### config.mk
export PLATFORM = sky130hd
export DESIGN_NAME = pipe_digit_corrector
export DESIGN_NICKNAME = d
export VERILOG_FILES = /design/src/rtl/pipe_digit_corrector.sv
export SDC_FILE = /design/constraint.sdc
export NUM_CORES = 1
export LEC_CHECK = 0
export BUFFER_PORTS_ARGS = -buffer_cell sky130_fd_sc_hd__buf_2
export CORE_MARGIN = 2
export CORE_UTILIZATION = 35
export CTS_BUF_LIST = sky130_fd_sc_hd__clkbuf_8
export DETAILED_ROUTE_END_ITERATION = 10
export PLACE_DENSITY = 0.56
export SYNTH_ARGS = -nofsm -noshare
export SYNTH_HDL_FRONTEND = slang
export SYNTH_SLANG_ARGS = --single-unit
### constraint.sdc
create_clock -name clk -period 24.3 [get_ports clk]
set_input_delay 3.645 -clock clk [delete_from_list [all_inputs] [get_ports clk]]
set_output_delay 3.645 -clock clk [all_outputs]
set_load 0.005 [all_outputs]
### src/rtl/pipe_digit_corrector.sv
module pipe_digit_corrector #(
  parameter int LAYOUT = 0
) (
  input  logic        clk,
  input  logic        rst_n,
  input  logic        smp_strobe,
  input  logic [2:0]  front_code,
  input  logic [19:0] mid_codes,
  input  logic [2:0]  flash_code,
  output logic [11:0] out_code,
  output logic        out_valid,
  output logic        code_error
);
  localparam int NMID    = (LAYOUT != 0) ? 7 : 10;
  localparam int MOFF    = (LAYOUT != 0) ? 1 : 0;
  localparam int LAST    = NMID + MOFF;
  localparam int FW      = (LAYOUT != 0) ? 3 : 2;
  localparam int W0      = (LAYOUT != 0) ? 256 : 1024;
  localparam int OFFS    = (LAYOUT != 0) ? 2044 : 2046;
  localparam int FRONT_W = 512;
  localparam int SW      = 14;

  logic [1:0]          mid_al [NMID];
  logic [2:0]          front_al;
  logic [LAST-1:0]     vpipe;
  logic                aligned;
  logic signed [SW-1:0] acc;
  logic                bad;
  logic                unused_bits;

  assign unused_bits = ^{front_code, flash_code, mid_codes};
  assign aligned = vpipe[LAST-1];

  genvar j;
  generate
    for (j = 0; j < NMID; j++) begin : g_mid
      localparam int DEP = LAST - j - MOFF;
      logic [1:0] dl [DEP];
      always_ff @(posedge clk) begin
        dl[0] <= mid_codes[2*j +: 2];
        for (int k = 1; k < DEP; k++) dl[k] <= dl[k-1];
      end
      assign mid_al[j] = dl[DEP-1];
    end
    if (MOFF != 0) begin : g_front
      logic [2:0] fdl [LAST];
      always_ff @(posedge clk) begin
        fdl[0] <= front_code;
        for (int k = 1; k < LAST; k++) fdl[k] <= fdl[k-1];
      end
      assign front_al = fdl[LAST-1];
    end else begin : g_nofront
      assign front_al = 3'd3;
    end
  endgenerate

  always_comb begin
    acc = SW'(OFFS);
    bad = 1'b0;
    for (int m = 0; m < NMID; m++) begin
      case (mid_al[m])
        2'b00:   acc = acc - SW'(W0 >> m);
        2'b10:   acc = acc + SW'(W0 >> m);
        2'b11:   bad = 1'b1;
        default: ;
      endcase
    end
    if (MOFF != 0) begin
      if (front_al == 3'b111) bad = 1'b1;
      else acc = acc + SW'(FRONT_W * (int'(front_al) - 3));
    end
    acc = acc + SW'(flash_code[FW-1:0]);
  end

  always_ff @(posedge clk or negedge rst_n) begin
    if (!rst_n) begin
      vpipe      <= '0;
      out_valid  <= 1'b0;
      out_code   <= '0;
      code_error <= 1'b0;
    end else begin
      vpipe     <= {vpipe[LAST-2:0], smp_strobe};
      out_valid <= aligned;
      if (aligned) begin
        out_code <= acc[11:0];
        if (bad) code_error <= 1'b1;
      end
    end
  end

  logic [4:0] since;
  always_ff @(posedge clk or negedge rst_n) begin
    if (!rst_n) since <= '0;
    else if (since != 5'(LAST + 2)) since <= since + 5'd1;
  end

  assert_latency_R4: assert property (@(posedge clk) disable iff (!rst_n)
    (since == 5'(LAST + 2)) |-> (out_valid == $past(smp_strobe, LAST + 1)));

  assert_hold_R5: assert property (@(posedge clk) disable iff (!rst_n)
    !$stable(out_code) |-> out_valid);

  assert_in_range_R6: assert property (@(posedge clk) disable iff (!rst_n)
    aligned |-> (acc >= 0 && acc <= 4095));

  assert_error_sticky_R8: assert property (@(posedge clk) disable iff (!rst_n)
    code_error |=> code_error);

  assert_error_on_sample_R9: assert property (@(posedge clk) disable iff (!rst_n)
    $rose(code_error) |-> out_valid);
endmodule

Word level (Yosys, flattened, before mapping)
Memory sizes are Yosys's and may differ from the RTL's.
Index checks and enable logic that the tools add are counted.
- word-level logic and storage cells: 84
- output and inout bits: 14
- register bits: 24
- input port bits: 29
- memories kept: 10
- memory bits (writable): 110
- add/subtract/negate cells: 19
- mux-type cells: 20
- equal/unequal tests: 20
- reduce and logical (&&, ||, !) cells: 11
- memories (name ; depth ; bits a word ; rd ports ; clocked after Yosys merged registers in ; wr ports ; line ; text):
    g_mid[0].dl ; 10 ; 2 ; 10 ; 0 ; 10 ; 38 ; logic [1:0] dl [DEP];
    g_mid[1].dl ; 9 ; 2 ; 9 ; 0 ; 9 ; 38 ;
    g_mid[2].dl ; 8 ; 2 ; 8 ; 0 ; 8 ; 38 ;
    g_mid[3].dl ; 7 ; 2 ; 7 ; 0 ; 7 ; 38 ;
    g_mid[4].dl ; 6 ; 2 ; 6 ; 0 ; 6 ; 38 ;
    g_mid[5].dl ; 5 ; 2 ; 5 ; 0 ; 5 ; 38 ;
    +4 memories ; - ; - ; - ; - ; - ; - ;
- operator list (operator ; number):
    one-hot mux 12 bit (2 select lines) ; 10
    equality test 2 bit (second input constant) ; 20
    adder 12 x 10 -> 12 bit (second input constant) ; 2
    subtractor 12 x 10 -> 12 bit (second input constant) ; 2
    logical NOT 2 bit ; 10
    adder 12 x 2 -> 12 bit ; 1
    adder 12 x 3 -> 12 bit (second input constant) ; 1
    adder 12 x 4 -> 12 bit (second input constant) ; 1
    adder 12 x 5 -> 12 bit (second input constant) ; 1
    adder 12 x 6 -> 12 bit (second input constant) ; 1
    adder 12 x 7 -> 12 bit (second input constant) ; 1
    adder 12 x 8 -> 12 bit (second input constant) ; 1
    adder 12 x 9 -> 12 bit (second input constant) ; 1
    subtractor 12 x 3 -> 12 bit (second input constant) ; 1
    subtractor 12 x 4 -> 12 bit (second input constant) ; 1
    subtractor 12 x 5 -> 12 bit (second input constant) ; 1
    subtractor 12 x 6 -> 12 bit (second input constant) ; 1
    subtractor 12 x 7 -> 12 bit (second input constant) ; 1
    subtractor 12 x 8 -> 12 bit (second input constant) ; 1
    subtractor 12 x 9 -> 12 bit (second input constant) ; 1
    two-way mux 1 bit ; 10
    AND reduction 2 bit ; 1

Longest topological paths before layout
Gate-level depths: netlist (run 1).
An unclocked memory read counts as a cell.
- depth after elaboration: 22
- mapped depth: 39
- gate-level depth less buffers: 39

Least setup slack after synthesis (run 1)
OpenSTA, ideal clock, no wires.
- path kind: register -> register
- start: memory g_mid[2].dl[19][0] (netlist: g_mid[2].dl[1][6])
- end: register out_code[11]
- data required time: 24.175 ns
- stages on the path, launching flop included: 40
- setup time: 0.125 ns
- arrival: 7.485 ns
- buffers on the path: 0
- path slack: 16.690 ns
- path through: dfxtp_1 > nor2b_1 > ha_1 > fa_1 > mux2i_1 > ha_1 > xnor2_1 > nand2_1 > o311ai_2 > ha_1 > inv_1 > a21oi_1 > nand2b_1 > o21ai_0 > ha_1 > xnor2_1 > a221o_2 > ha_1 > [4 not listed] > a21o_1 > ha_1 > nor2b_1 > mux2i_1 > o311ai_1 > inv_1 > ha_1 > or3_1 > a21oi_1 > a21oi_1 > ha_1 > a21o_1 > a31oi_1 > mux2i_1 > xor2_2 > xnor2_1 > xnor2_1 > mux2_4
- RTL lines (item ; line ; text):
    start, declared ; 38 ;
    end signal, assigned ; 85 ; out_code <= acc[11:0];
    end, declared ; 10 ; output logic [11:0] out_code,

==> results of run 1 <==
registers in the layout, summed over array words and instances, names as in the netlist:
signal      flops
g_mid.dl      110
out_code       12
vpipe          10
code_error      1
out_valid       1
Yosys cell counts, types with 8 or more instances:
master,count,area (sq um)
a21o_1,8,60.1
a21oi_1,24,120
dfrtp_1,24,601
dfxtp_1,110,2200
fa_1,8,160
ha_1,45,563
inv_1,27,101
inv_2,8,30.0
mux2_2,10,113
mux2i_1,23,230
nand2_1,25,93.8
nand3_1,9,45.0
nor2_1,33,124
nor2b_1,12,75.1
o21ai_0,8,40.0
xnor2_1,24,210
xor2_1,8,70.1
power breakdown:
part           internal (W)  switching (W)  leakage (nW)
combinational      0.000115       0.000126          1.49
sequential         0.000238     0.00000922          1.21
clock             0.0000784      0.0000927         0.196
stage by stage:
step / utilization (%) / setup WS [ns] / hold slack [ns]
2_1_floorplan: - / 16.69 / 0.310
6_report: 40.9 / 15.69 / 0.319
3_3_place_gp: 38.5 / 15.87 / 0.310
3_5_place_dp: 38.5 / 15.77 / 0.312
5_1_grt: 40.9 / 15.22 / 0.319
4_1_cts: 40.9 / 15.70 / 0.321
kinds of logic (layout without fill, tap and decap cells):
logic type                 count (synthesis)  after routing  synth area share (%)
AOI/OAI and AO/OA                         93             93                  11.7
xor gates and xnor gates                  36             36                  6.30
adders and majority gates                 53             53                  12.7
buffers and inverters                     45            105                  3.20
DFF                                      134            134                  49.1
muxes                                     35             35                  6.47
and+or+nand+nor                          118            118                  10.5
placed cells by master, fill, tap and decap left out, types with 3 or more instances in the layout:
cell type	instances
o21ai_0	8
o221ai_1	4
xnor2_1	24
mux2_2	10
inv_2	8
nor3_1	5
fa_1	8
or2_1	7
a21oi_1	24
dfxtp_1	110
o31ai_1	3
xor2_1	8
nand2b_1	5
nand2_1	25
a31oi_1	3
inv_8	6
or3_1	4
inv_6	4
o22ai_1	7
nand3_1	9
a21o_1	8
mux2i_1	23
buf_2	38
dfrtp_1	24
o211ai_1	3
clkbuf_8	18
nor2b_1	12
a22oi_1	3
nor2_1	33
inv_1	27
ha_1	45
nor4_1	4
area by class of cell:
type,count,area [sq um]
fillers,1571,9400
multi-input cells,335,2720
clock buffers,18,248
clock inverters,14,129
flip-flops and latches,134,2800
inverters,35,131
repair buffers,38,190
well taps,216,270
routing by layer:
layer	track usage (%)	vias to the layer above	routed length (um)
met3	3.47	5	407
met4	4.59	0	77
met2	19.1	59	4500
li1	-	1909	-
met1	15.5	1727	4850
met5	0	-	0
worst paths after layout:
kind,from,to,slack [ns],depth (start not counted)
max in group asynchronous,rst_n,out_code[9],20.78,1
worst max-delay path,g_mid[2].dl[1][6],out_code[11],15.69,39
worst max register to register,g_mid[2].dl[1][6],out_code[11],15.69,39
min in group asynchronous,rst_n,out_code[0],3.18,1
worst min-delay path,g_mid[2].dl[1][4],g_mid[2].dl[1][6],0.32,0
worst min register to register,g_mid[2].dl[1][4],g_mid[2].dl[1][6],0.32,0
critical path: cells and delay by family, from the launching register on:
| kind | cells | cell delay, ns |
|---|---|---|
| AOI/OAI and AO/OA | 12 | 2.26 |
| buffers and inverters | 3 | 0.27 |
| DFF | 1 | 0.44 |
| adders and majority gates | 9 | 3.07 |
| and+or+nand+nor | 6 | 0.86 |
| xor gates and xnor gates | 5 | 0.77 |
| muxes | 4 | 0.82 |
==> reports/metrics.csv, run 1 <==
stage;metric;value;unit
outcome;run status;complete, no violations;
clock_tree;Clock Latency Late Sink;0.42;ns
sta;final hold violations;0;
yosys;ys async rst share;17.9;%
placed_design;IO buf count;38;
cells_and_area;layout cell share with drive strength beyond 1;17.8;%
clock_tree;H-tree levels;4;
yosys;Syn. warnings;0;
yosys;sequential fraction of the synthesis area;49.1;%
clock_tree;CTS resizes;0;
clock_tree;CTS tree;yes;
worst_setup_path;required time worst endpoint;24.62;ns
grt;initial antenna violation count;0;
placed_design;DP Cell Count;758;
worst_setup_path;worst stage delay on the critical path;0.49;ns
yosys;Post-synth top flop;dfxtp_1;
flow_run;max_cap viols;0;
yosys;Mapped Nets;596;
clock_tree;CTS Sinks;134;
sta;Slew Limit Fails;0;
worst_setup_path;Worst Path Max Fanout;6;
grt;largest net degree at the start of global routing;25;
min_path;Worst Hold Class;reg -> reg;
sta;Worst slew margin;50.3;%
clock_tree;clock slew at reported path FFs;0.08;ns
yosys;Syn Std Cell Area;0.00570;sq mm
clock_tree;Post-CTS Setup Inserts;0;
floorplan;Die Ht;132;um
floorplan;FP Rows;46;
cells_and_area;Layout area overhead;13.8;%
power;Peak VDD IR;65.3;uV
worst_setup_path;Worst path slowest cell;fa_1;
worst_setup_path;startpoint types;register;
cells_and_area;# diodes;0;
sta;TNS Setup;0;ns
power;Leakage;2.89;nW
sta;minimum clock period;8.61;ns
routing;final wirelength;9840;um
grt;first-pass GRT wire length;16800;um
routing;vias post-DR;3700;
grt;global-route usage over all layers;12.0;%
floorplan;Starting Density;35.9;%
clock_tree;total CTS buffers;17;
routing;DR iter-0 viols;183;
routing;detail-routed via count per cell;4.68;
cells_and_area;Nets;643;
grt;total gr overflow;0;
worst_setup_path;critical path class;reg -> reg;
grt;vias in the first global route;3599;
floorplan;Die Area;0.0173;sq mm
placed_design;DP Area;0.00611;sq mm
worst_setup_path;WP data arrival;8.92;ns
power;PnR Total Power;0.000660;W
sta;period utilization;35.4;%
placed_design;DP HPWL;7480;um
sta;Slew @ Worst Pin;0.744;ns
cells_and_area;Final Cell Area;0.00649;sq mm
worst_setup_path;Critical Path End Type;register;
routing;DR WL/cell;12.5;um
clock_tree;Longest Clk Path Bufs;2;
cells_and_area;final std cells w/o fill;790;
floorplan;Core Box Area;0.0159;sq mm
yosys;EDFF count, synth;0;
power;PD cells;102;mW/mm^2
floorplan;chip width;132;um
routing;Post-DRT Antenna Nets;0;
floorplan;Boundary Pins;43;
sta;RSZ-0062 raised after global routing;false;
clock_tree;Hold-fix buffers, CTS;0;
yosys;Cells after Synth;514;
sta;fmax;116;MHz
worst_setup_path;CP most frequent cell;ha_1;
routing;Pre-Repair DR Iteration Count;4;
routing;drt drc;0;
yosys;Synth Area per Inst;11.1;sq um
yosys;Distinct cells, synth;71;
sta;final-report setup violation count;0;
clock_tree;clock root buffer;clkbuf_8;
sta;Fin Clk Skew;0.0146;ns
placed_design;gpl congestion;0.855;
yosys;FF+latch count, synth;134;
(Power assumes the default switching activity.)
==> inputs of run 2 (changes only) <==
ABC_AREA = 1   (was default)
PLACE_DENSITY = 0.58   (was 0.56)
clock period = 7.8 ns   (was 24.3 ns; I/O delays follow)
==> run 2 against run 1 <==
- worst hold slack better by 0.0017 ns
- synthesized cell count up 24%
- fmax up 21%
- largest cell class unchanged
==> reports/metrics.csv, run 2 <==
stage;metric;value;unit;change
floorplan;Core Box Area;0.0159;sq mm;+0.36%
sta;Slew Limit Fails;0;;unchanged
placed_design;gpl congestion;0.877;;+2.6%
power;PD cells;296;mW/mm^2;+190%
floorplan;Boundary Pins;43;;unchanged
worst_setup_path;WP data arrival;7.43;ns;-1.49 ns
grt;first-pass GRT wire length;17400;um;+3.9%
power;PnR Total Power;0.00194;W;+190%
sta;fmax;141;MHz;+21%
yosys;Mapped Nets;721;;+21%
power;Leakage;3.19;nW;+10%
grt;vias in the first global route;4035;;+12%
sta;Worst slew margin;64.6;%;+14 points
sta;final-report setup violation count;0;;unchanged
yosys;most common cell in the netlist;nand2_1;;
worst_setup_path;CP most frequent cell;nand2_1;;
yosys;synth top area cells;dfxtp_1, dfrtp_1, nand2_1, ha_1, inv_1;;
floorplan;chip width;132;um;+0.37%
sta;period utilization;91.2;%;+56 points
yosys;Syn Std Cell Area;0.00575;sq mm;+0.77%
routing;drt drc;0;;unchanged
cells_and_area;max reg flops;110;;unchanged
yosys;ys async rst share;17.9;%;unchanged
cells_and_area;most common cell after layout, fill and taps aside;nand2_1;;
routing;detail-routed via count per cell;4.45;;-5.0%
grt;global-route usage over all layers;12.2;%;+0.16 points
placed_design;DP HPWL;7520;um;+0.56%
cells_and_area;most frequent cells in the layout;nand2_1, dfxtp_1, inv_1;;
routing;DR WL/cell;10.7;um;-14%
cells_and_area;Largest regs;g_mid.dl x110, out_code x12, vpipe x10;;
yosys;Distinct cells, synth;36;;-49%
placed_design;DP Cell Count;884;;+17%
floorplan;FP Rows;46;;unchanged
sta;TNS Setup;0;ns;unchanged
power;Peak VDD IR;188;uV;+190%
cells_and_area;Nets;769;;+20%
cells_and_area;final core utilization;41.1;%;+0.29 points
clock_tree;CTS Sinks;134;;unchanged
worst_setup_path;Worst Path Max Fanout;4;;-2
worst_setup_path;critical path class;reg -> reg;;
placed_design;IO buf count;38;;unchanged
yosys;Post-synth top flop;dfxtp_1;;
yosys;Synth Area per Inst;9.00;sq um;-19%
sta;RSZ-0062 raised after global routing;false;;
cells_and_area;Final Cell Area;0.00656;sq mm;+1.1%
floorplan;Die Area;0.0175;sq mm;+0.75%
clock_tree;H-tree levels;4;;unchanged
routing;DR iter-0 viols;132;;-28%
yosys;EDFF count, synth;0;;unchanged
grt;largest net degree at the start of global routing;25;;unchanged
worst_setup_path;Worst path slowest cell;fa_1;;
clock_tree;Clock Latency Late Sink;0.42;ns;about the same
yosys;Syn. warnings;0;;unchanged
floorplan;Starting Density;36.1;%;+0.15 points
sta;final hold violations;0;;unchanged
yosys;commonest cells in the netlist;nand2_1, dfxtp_1, inv_1, nand3_1, ha_1;;
cells_and_area;Layout area overhead;14.1;%;
clock_tree;clock root buffer;clkbuf_8;;
worst_setup_path;Critical Path End Type;register;;
cells_and_area;largest register by flop count;g_mid.dl;;
flow_run;max_cap viols;0;;unchanged
clock_tree;CTS tree;yes;;
yosys;Cells after Synth;639;;+24%
routing;vias post-DR;4074;;+10%
routing;Pre-Repair DR Iteration Count;5;;+1
yosys;cell taking the most area after synthesis;dfxtp_1;;
cells_and_area;final std cells w/o fill;916;;+16%
routing;final wirelength;9820;um;-0.16%
cells_and_area;layout cell share with drive strength beyond 1;15.1;%;-2.6 points
sta;minimum clock period;7.11;ns;-1.49 ns
floorplan;Die Ht;132;um;+0.37%
clock_tree;Longest Clk Path Bufs;2;;unchanged
yosys;Yosys top cell area share;38.3;%;-0.29 points
worst_setup_path;R2R setup slack;0.69;ns;-15.01 ns
routing;Post-DRT Antenna Nets;0;;unchanged
cells_and_area;# diodes;0;;unchanged
worst_setup_path;worst stage delay on the critical path;0.40;ns;-0.09 ns
worst_setup_path;startpoint types;register;;
sta;Slew @ Worst Pin;0.530;ns;-0.214 ns
worst_setup_path;required time worst endpoint;8.11;ns;-16.51 ns
clock_tree;total CTS buffers;17;;unchanged
grt;initial antenna violation count;0;;unchanged
grt;total gr overflow;0;;unchanged
clock_tree;Hold-fix buffers, CTS;0;;unchanged
min_path;Worst Hold Class;reg -> reg;;
outcome;run status;complete, no violations;;
clock_tree;Post-CTS Setup Inserts;0;;unchanged
placed_design;DP Area;0.00613;sq mm;+0.20%
yosys;FF+latch count, synth;134;;unchanged
yosys;sequential fraction of the synthesis area;48.8;%;-0.37 points
clock_tree;clock slew at reported path FFs;0.08;ns;about the same
sta;Fin Clk Skew;0.0107;ns;-0.00386 ns
==> run 2: cell types whose count changed in the layout (fill, tap and decap cells not counted), sizes merged, moves of 23 or more <==
| cell | previous run | this run |
|---|---|---|
| mux2i | 23 | 0 |
| nand2 | 25 | 165 |
| o21ai | 10 | 36 |
| nand3 | 9 | 52 |
| inv | 45 | 80 |
==> run 2: layer usage <==
layer,GRT usage [%],up-vias,wire [um]
met5,0,-,0
met4,4.95,0,129
met3,3.50,12,382
met2,20.2,75,4460
met1,14.9,1827,4850
li1,-,2160,-
==> run 2: path summary, 6_finish.rpt <==
path,to,from,depth (start not counted)
max,out_code[11],g_mid[2].dl[1][7],42
min,g_mid[0].dl[8][1],g_mid[0].dl[7][1],0
max reg2reg,out_code[11],g_mid[2].dl[1][7],42
min reg2reg,g_mid[0].dl[8][1],g_mid[0].dl[7][1],0
max in group asynchronous,vpipe[9],rst_n,1
min in group asynchronous,out_code[10],rst_n,1
==> run 2: worst max-delay path: cells and delay by family (launching register included) <==
kind / cells / cell delay, ns
fa+ha+maj: 9 / 2.79
simple gates: 25 / 2.62
xor+xnor: 6 / 1.02
flops: 1 / 0.37
compound gates: 1 / 0.13
buf+inv: 1 / 0.08
==> run 2: cell families after synthesis <==
logic type | share of synthesized area, %
simple gates | 20.6
flops | 48.8
fa+ha+maj | 12.6
buf+inv | 6.33
compound gates | 7.90
xor+xnor | 3.81
==> run 2: area by class of cell <==
| type | instances | area [sq um] |
|---|---|---|
| Fill cell | 1556 | 9380 |
| Sequential cell | 134 | 2800 |
| Multi-Input combinational cell | 421 | 2600 |
| Inverter | 75 | 282 |
| Clock buffer | 20 | 275 |
| Tap cell | 216 | 270 |
| Timing Repair Buffer | 38 | 190 |
| Clock inverter | 12 | 139 |
==> run 2: what timing repair did <==
item / in CTS / in global routing
endpoints found under the hold margin: 0 / 0
endpoints found under the setup margin: 0 / 1
resized for setup: 0 / 3
==> run 2: per-stage QoR <==
| step | worst slack, ns | hold slack, ns |
|---|---|---|
| after floorplan | 1.13 | 0.310 |
| after global placement | 0.741 | 0.309 |
| after detailed placement | 0.565 | 0.312 |
| after CTS | 0.522 | 0.325 |
| after global routing | 0.0318 | 0.330 |
| final | 0.685 | 0.321 |
==> run 2: power by group <==
group / internal [W] / switching, W
clock network: 0.000315 / 0.000262
logic: 0.000248 / 0.000358
registers: 0.000737 / 0.0000237
total: 0.00130 / 0.000643
